## config.mk

```make
export PLATFORM = sky130hd
export DESIGN_NAME = fpcls_mask_unit
export DESIGN_NICKNAME = d
export VERILOG_FILES = /design/src/rtl/fpcls_pkg.sv /design/src/rtl/fpcls_elem.sv /design/src/rtl/fpcls_vec.sv /design/src/rtl/fpcls_mask_unit.sv
export SDC_FILE = /design/constraint.sdc
export NUM_CORES = 1
export LEC_CHECK = 0
export ABC_AREA = 1
export BUFFER_PORTS_ARGS = -buffer_cell sky130_fd_sc_hd__buf_2
export CAP_MARGIN = 20
export CORE_AREA = 2 2 253 255
export DETAILED_ROUTE_END_ITERATION = 16
export DIE_AREA = 0 0 255 257
export PLACE_DENSITY = 0.3
export SYNTH_ARGS = -nofsm -noshare
export SYNTH_HDL_FRONTEND = slang
export SYNTH_SLANG_ARGS = --single-unit
```

## constraint.sdc

```tcl
create_clock -name clk -period 2.4 [get_ports clk]
set_input_delay 0.12 -clock clk [delete_from_list [all_inputs] [get_ports clk]]
set_output_delay 0.12 -clock clk [all_outputs]
set_load 0.02 [all_outputs]
```

## src/rtl/fpcls_pkg.sv

```systemverilog
package fpcls_pkg;
   localparam int CAT_N       = 8;
   localparam int CAT_QNAN    = 0;
   localparam int CAT_PZERO   = 1;
   localparam int CAT_NZERO   = 2;
   localparam int CAT_PINF    = 3;
   localparam int CAT_NINF    = 4;
   localparam int CAT_DENORM  = 5;
   localparam int CAT_NEGFIN  = 6;
   localparam int CAT_SNAN    = 7;

   typedef logic [CAT_N-1:0] cat_t;

   localparam int SGL_EXP_W  = 8;
   localparam int SGL_FRAC_W = 23;
   localparam int DBL_EXP_W  = 11;
   localparam int DBL_FRAC_W = 52;
endpackage

```

## src/rtl/fpcls_elem.sv

```systemverilog
module fpcls_elem
   import fpcls_pkg::*;
#(
   parameter int EXP_W  = 8,
   parameter int FRAC_W = 23,
   localparam int ELEM_W = EXP_W + FRAC_W + 1
) (
   input  logic [ELEM_W-1:0] elem,
   output cat_t              cats
);
   logic              sgn;
   logic [EXP_W-1:0]  expf;
   logic [FRAC_W-1:0] frac;
   logic              exp_max, exp_min, frac_nz;

   assign sgn     = elem[ELEM_W-1];
   assign expf    = elem[ELEM_W-2:FRAC_W];
   assign frac    = elem[FRAC_W-1:0];
   assign exp_max = &expf;
   assign exp_min = ~|expf;
   assign frac_nz = |frac;

   always_comb begin
      cats              = '0;
      cats[CAT_QNAN]    = exp_max &  frac[FRAC_W-1];
      cats[CAT_SNAN]    = exp_max & ~frac[FRAC_W-1] & frac_nz;
      cats[CAT_PINF]    = exp_max & ~frac_nz & ~sgn;
      cats[CAT_NINF]    = exp_max & ~frac_nz &  sgn;
      cats[CAT_PZERO]   = exp_min & ~frac_nz & ~sgn;
      cats[CAT_NZERO]   = exp_min & ~frac_nz &  sgn;
      cats[CAT_DENORM]  = exp_min &  frac_nz;
      cats[CAT_NEGFIN]  = sgn & ~exp_max & (frac_nz | ~exp_min);
   end
endmodule

```

## src/rtl/fpcls_vec.sv

```systemverilog
module fpcls_vec
   import fpcls_pkg::*;
#(
   parameter int EXP_W  = 8,
   parameter int FRAC_W = 23,
   parameter int LANES  = 16,
   localparam int ELEM_W = EXP_W + FRAC_W + 1,
   localparam int VEC_W  = ELEM_W * LANES
) (
   input  logic             clk,
   input  logic             rst_n,
   input  logic             chk_en,
   input  logic [VEC_W-1:0] vec,
   input  cat_t             sel,
   output logic [LANES-1:0] hits
);
   if (LANES < 1) begin : g_bad_lanes
      $error("fpcls_vec: LANES must be at least 1");
   end

   for (genvar i = 0; i < LANES; i++) begin : g_lane
      cat_t cats;
      fpcls_elem #(.EXP_W(EXP_W), .FRAC_W(FRAC_W)) u_elem (
         .elem (vec[i*ELEM_W +: ELEM_W]),
         .cats (cats)
      );
      assign hits[i] = |(cats & sel);

      // every category except denormal is exclusive of the others
      // in the same lane, apart from negative finite with denormal.
      a_r1_exclusive_cats: assert property (@(posedge clk) disable iff (!rst_n)
         chk_en |-> $onehot0({cats[CAT_QNAN], cats[CAT_SNAN], cats[CAT_PZERO],
                              cats[CAT_NZERO], cats[CAT_PINF], cats[CAT_NINF],
                              cats[CAT_NEGFIN]}));
      // a denormal has no zero, infinity or NaN membership
      a_r3_denorm_finite: assert property (@(posedge clk) disable iff (!rst_n)
         (chk_en && cats[CAT_DENORM]) |->
            !(cats[CAT_QNAN] || cats[CAT_SNAN] || cats[CAT_PZERO] ||
              cats[CAT_NZERO] || cats[CAT_PINF] || cats[CAT_NINF]));
   end
endmodule

```

## src/rtl/fpcls_mask_unit.sv

```systemverilog
module fpcls_mask_unit
   import fpcls_pkg::*;
#(
   parameter int VEC_W     = 512,
   parameter int MASK_W    = 64,
   parameter bit HAS_WMASK = 1'b1
) (
   input  logic              clk,
   input  logic              rst_n,
   input  logic              req_valid,
   input  logic [VEC_W-1:0]  vec_in,
   input  logic [7:0]        cat_sel,
   input  logic              prec_dbl,
   input  logic              scalar_mode,
   input  logic              wmask_en,
   input  logic [MASK_W-1:0] wmask_in,
   output logic              out_valid,
   output logic [MASK_W-1:0] mask_out
);
   localparam int S_ELEM_W = SGL_EXP_W + SGL_FRAC_W + 1;
   localparam int D_ELEM_W = DBL_EXP_W + DBL_FRAC_W + 1;
   localparam int S_LANES  = VEC_W / S_ELEM_W;
   localparam int D_LANES  = VEC_W / D_ELEM_W;

   if (VEC_W % D_ELEM_W != 0 || VEC_W < D_ELEM_W) begin : g_bad_vec
      $error("fpcls_mask_unit: VEC_W must be a nonzero multiple of 64");
   end
   if (MASK_W < S_LANES) begin : g_bad_mask
      $error("fpcls_mask_unit: MASK_W must cover every single-precision lane");
   end

   logic [S_LANES-1:0] s_hits;
   logic [D_LANES-1:0] d_hits;
   logic [MASK_W-1:0]  lane_mask;
   logic [MASK_W-1:0]  next_mask;

   fpcls_vec #(.EXP_W(SGL_EXP_W), .FRAC_W(SGL_FRAC_W), .LANES(S_LANES)) u_sgl (
      .clk    (clk),
      .rst_n  (rst_n),
      .chk_en (req_valid),
      .vec    (vec_in),
      .sel    (cat_sel),
      .hits   (s_hits)
   );

   fpcls_vec #(.EXP_W(DBL_EXP_W), .FRAC_W(DBL_FRAC_W), .LANES(D_LANES)) u_dbl (
      .clk    (clk),
      .rst_n  (rst_n),
      .chk_en (req_valid),
      .vec    (vec_in),
      .sel    (cat_sel),
      .hits   (d_hits)
   );

   always_comb begin
      lane_mask = '0;
      if (prec_dbl) lane_mask[D_LANES-1:0] = d_hits;
      else          lane_mask[S_LANES-1:0] = s_hits;
      if (scalar_mode) lane_mask[MASK_W-1:1] = '0;
   end

   if (HAS_WMASK) begin : g_wmask
      assign next_mask = wmask_en ? (lane_mask & wmask_in) : lane_mask;
   end else begin : g_no_wmask
      logic unused_wm;
      assign unused_wm = wmask_en ^ (^wmask_in);
      assign next_mask = lane_mask;
   end

   always_ff @(posedge clk) begin
      if (!rst_n) begin
         out_valid <= 1'b0;
         mask_out  <= '0;
      end else begin
         out_valid <= req_valid;
         if (req_valid) mask_out <= next_mask;
      end
   end

   a_r9_valid_follows: assert property (@(posedge clk) disable iff (!rst_n)
      req_valid |=> out_valid);
   a_r9_valid_idle: assert property (@(posedge clk) disable iff (!rst_n)
      !req_valid |=> !out_valid);
   a_r9_hold: assert property (@(posedge clk) disable iff (!rst_n)
      (!req_valid && $past(rst_n)) |=> $stable(mask_out));
   a_r5_upper_clear: assert property (@(posedge clk) disable iff (!rst_n)
      req_valid |=> (mask_out[MASK_W-1:S_LANES] == '0));
   a_r6_dbl_upper_clear: assert property (@(posedge clk) disable iff (!rst_n)
      (req_valid && prec_dbl) |=> (mask_out[MASK_W-1:D_LANES] == '0));
   a_r7_scalar_one_bit: assert property (@(posedge clk) disable iff (!rst_n)
      (req_valid && scalar_mode) |=> (mask_out[MASK_W-1:1] == '0));
   a_r2_empty_select: assert property (@(posedge clk) disable iff (!rst_n)
      (req_valid && cat_sel == 8'h00) |=> (mask_out == '0));
   a_r8_wmask_gate: assert property (@(posedge clk) disable iff (!rst_n)
      (req_valid && wmask_en && HAS_WMASK) |=> ((mask_out & ~$past(wmask_in)) == '0));
endmodule

```

==> out/summary.md <==
The run finished with clean final reports. After clock tree synthesis, the setup repair step added 0 buffers. After layout, the worst path uses 64.1% of the clock period.

Along the worst path, the maximum fanout reaches 3. The total area inside the core boundary comes to 62700 sq um. Of the synthesized area, sequential elements account for 5.18%. Summed over all nets, the half-perimeter wirelength after detailed placement is 36.1 mm. The top cell family by delay on the critical path is simple AND/OR/NAND/NOR gates.

In this design, the critical path's most frequently occurring cell is sky130_fd_sc_hd__nor2_1. The analysis attributes to net switching a power of 0.864 mW. The tools report the total of warnings raised by yosys as 0. Post-synthesis instance area: 6570 sq um.

Data on the critical path is required at its endpoint by 2.57 ns. Per report_power, the sequential group accounts for 15.6% of the total. The number of antenna violations at the first check in global routing is 7. The logs give 0 for the final max-slew violation count and 17 for the TritonCTS sink count.

Dividing the detail-routed wire length by the instance count gives 14.8 microns. Entering global routing, the biggest net connects 17 pins. Net switching is 46.1% of the power. The first routing iteration left 492 violations. Clock-pin slew was measured on the worst setup and hold paths at 0.08 ns. The tools report the net count reported at finish as 2558. The routed design could run at a clock period as short as 1.54 ns.

Fraction of power consumed by combinational cells: 61.6%. The final route contains 10400 vias. The run gives 0.27 ns as the insertion delay of the later-clocked pin in the worst-skew pair. Once placement finished, the instance area stood at 10300 sq um. For the number of H-tree levels, the log shows 1.

The slowest cell on the critical path was sky130_fd_sc_hd__nor2_1. The first TritonRoute pass finished after 7 iterations. For the headroom to the max-slew limit, the log shows 55.7%. For the global-route wire length before repair, the log shows 58.6 mm. The routed design uses 2.80 mm of met3 wire. After detailed routing, the wire length on met1 is 17.5 mm. The die is 255 microns wide.

The finished cells cover 10400 sq um. The critical path capture point type is a flop. In this run the clock root is driven by a sky130_fd_sc_hd__clkbuf_16. The run gives 2809 as the cell count after placement. At the worst endpoint, the arrival time is 1.70 ns.

In the final layout, the share of cells above drive strength 1 is 33.5%. The class of the tightest hold or removal check was input pin to flop. Power comes to 1.87 mW.

For the number of top-level pins, the log shows 655. Internal power comes to 1.01 mW. The logs give 0 for the remaining global-route overflow and 0.0563 ns for the worst slack on hold paths. The highest metal layer carrying signal wires in the routed design is met5.

The run gives 0 as the post-cts hold buffer count. Setup violation total in the final timing report: 0. The share of the synthesized area in the top cell type is 23.6%, and the mean post-synth cell area is 4.68 sq um.

The tools report the clock skew after layout as 0 ns. The signal on the critical path passes through buf_2, nor2_1, nand2_1, nor2_1, nand3_1, nor3_1, o21ai_0, nor2_1, nor2_1, nand2_1, a21oi_1. The filler cells instantiated in the layout total 7509. The detail route stage leaves a number of antenna-violating nets equal to 0.

In the final timing run, aggregate negative setup slack is 0 ns. For the max-capacitance violation count, the log shows 0. Setup repair after global routing left no endpoint under its margin. The clock network fraction of total power is 22.8%. Counting along the longest clock path gives a buffer depth of 2. The detailed route wirelength on metal2 was 20.9 mm. In this run the static leakage power is 5.20 nW. The tools report the final wirelength as 41.7 mm. Global routing used 12.0% of the available tracks.

The register bit total from synthesis was 17. By area the synthesized netlist is led by sky130_fd_sc_hd__nand2_1, sky130_fd_sc_hd__nor2_1, sky130_fd_sc_hd__nand3_1, sky130_fd_sc_hd__inv_1, sky130_fd_sc_hd__buf_4. The layout overhead on the synthesized area is 58.1%. The final instance count without filler cells was 2816; the number of buffers inserted during clock tree synthesis was 3.

Based on the critical path, the design can be clocked at up to 650 MHz. Number of global-route vias before repair: 9966. Routability-driven placement finished with a final weighted congestion of 0.813. Once the clock tree was built, the resizer swapped 0 gates to a different size.

Summing all multi-input logic gate instances after layout gives 5460 sq um. TritonCTS built the clock tree. IR analysis of the VDD net gives a maximum drop of 0.210 mV. The die span in y is 257 microns. STA classifies the critical path startpoint as an input pin.

After detailed routing, the number of vias per cell comes to 3.69. For the pin with the worst max-slew slack, the measured transition is 0.662 ns. The sum of buffers and inverters on the critical path works out to 1.

The initial utilization of the core area, before any placement, comes to 10.5%. The number of different library cells in the post-synthesis netlist was 34; the number of hold violations in the final report was 0. The total power density per cell area was 180 nW/um^2. Synthesis produced 1404 cells. For this run, the slowest stage of the critical path takes 0.38 ns. After detailed routing, the number of remaining DRC violations is 0. In the final layout, flip-flops and latches occupy 340 sq um.

Critical path class: input pin to flop. The die footprint was 65500 sq um. After floorplanning, the core was divided into 92 placement rows. Post-synthesis cell type with the largest combined area: sky130_fd_sc_hd__nand2_1. Port buffering added 558 buffers.
==> power by group through the flow <==
stage | clock (mW) | combinational, mW | sequential, mW
2_1_floorplan | 0 | 0.496 | 0.307
3_3_place_gp | 0 | 1.17 | 0.299
3_5_place_dp | 0 | 1.18 | 0.299
4_1_cts | 0.471 | 1.18 | 0.292
5_1_grt | 0.469 | 1.31 | 0.293
6_report | 0.426 | 1.15 | 0.292
==> final timing paths <==
path          startpoint          end  slack (ns)  cells past startpoint
max          vec_in[197]  mask_out[6]        0.86                     11
min                rst_n    out_valid        0.06                      3
max reg2reg  mask_out[7]  mask_out[7]        1.77                      2
min reg2reg  mask_out[9]  mask_out[9]        0.46                      2
==> final cells by class <==
cell class | count | area share [%]
antenna | 3 | 0.0723
clock buffer | 4 | 0.759
inverter | 134 | 4.84
multi-input combinational | 1235 | 52.6
sequential | 17 | 3.28
tap | 846 | 10.2
timing repair buffer | 577 | 28.3
==> per-layer routing <==
layer,vias to the layer above,global-route usage [%]
met4,8,1.43
met5,-,0
met1,4480,14.4
li1,5489,-
met2,388,22.1
met3,26,2.58
==> registers in the layout, indices dropped and copies added, names as in the netlist <==
signal / count
out_valid: 1
mask_out: 16
==> cells by family after synthesis <==
group           after synthesis  synth area share, %
compound gates               94                 7.71
buf+inv                     199                 14.4
flops                        17                 5.18
other cells                   1               0.0571
simple gates               1093                 72.7
==> per-stage QoR <==
stage                     util (%)  setup slack, ns
after global placement        16.4            0.476
final                         16.6            0.862
after detailed placement      16.4            0.478
after global routing          16.5            0.605
after CTS                     16.5            0.795
after floorplan                  -             1.19
==> cell usage in the layout, fill, tap and decap left out, types with 2 or more instances in the layout <==
master	instances
sky130_fd_sc_hd__nand3_1	128
sky130_fd_sc_hd__a21oi_2	7
sky130_fd_sc_hd__nor2_2	20
sky130_fd_sc_hd__diode_2	3
sky130_fd_sc_hd__inv_2	6
sky130_fd_sc_hd__buf_2	558
sky130_fd_sc_hd__clkbuf_16	3
sky130_fd_sc_hd__nand3b_1	6
sky130_fd_sc_hd__nand2_1	414
sky130_fd_sc_hd__nor2_4	14
sky130_fd_sc_hd__or2_2	10
sky130_fd_sc_hd__nor2_1	389
sky130_fd_sc_hd__conb_1	48
sky130_fd_sc_hd__inv_1	124
sky130_fd_sc_hd__nand2_2	6
sky130_fd_sc_hd__nand3_2	4
sky130_fd_sc_hd__o21bai_1	2
sky130_fd_sc_hd__buf_4	19
sky130_fd_sc_hd__o21ai_1	5
sky130_fd_sc_hd__nor3_2	8
sky130_fd_sc_hd__nand4_1	50
sky130_fd_sc_hd__nor3_1	33
sky130_fd_sc_hd__a21oi_1	31
sky130_fd_sc_hd__nor4_1	2
sky130_fd_sc_hd__dfxtp_1	17
sky130_fd_sc_hd__and2_1	4
sky130_fd_sc_hd__clkinv_1	4
sky130_fd_sc_hd__nor3_4	2
sky130_fd_sc_hd__o21ai_0	47
==> tightest hold or removal path, cell delays in order <==
cell and delay [ns]:
sky130_fd_sc_hd__buf_2 0.10, sky130_fd_sc_hd__nand2_1 0.05, sky130_fd_sc_hd__inv_1 0.04
==> synthesized netlist by cell type, drive strengths merged <==
| library cell | instances |
|---|---|
| a21boi | 1 |
| a21oi | 38 |
| and2 | 4 |
| buf | 61 |
| clkbuf | 4 |
| clkinv | 4 |
| conb | 1 |
| dfxtp | 17 |
| inv | 130 |
| nand2 | 420 |
| nand2b | 1 |
| nand3 | 132 |
| nand3b | 6 |
| nand4 | 50 |
| nor2 | 423 |
| nor3 | 43 |
| nor3b | 1 |
| nor4 | 2 |
| o21a | 1 |
| o21ai | 52 |
| o21bai | 2 |
| or2 | 11 |
(Power assumes the default switching activity.)
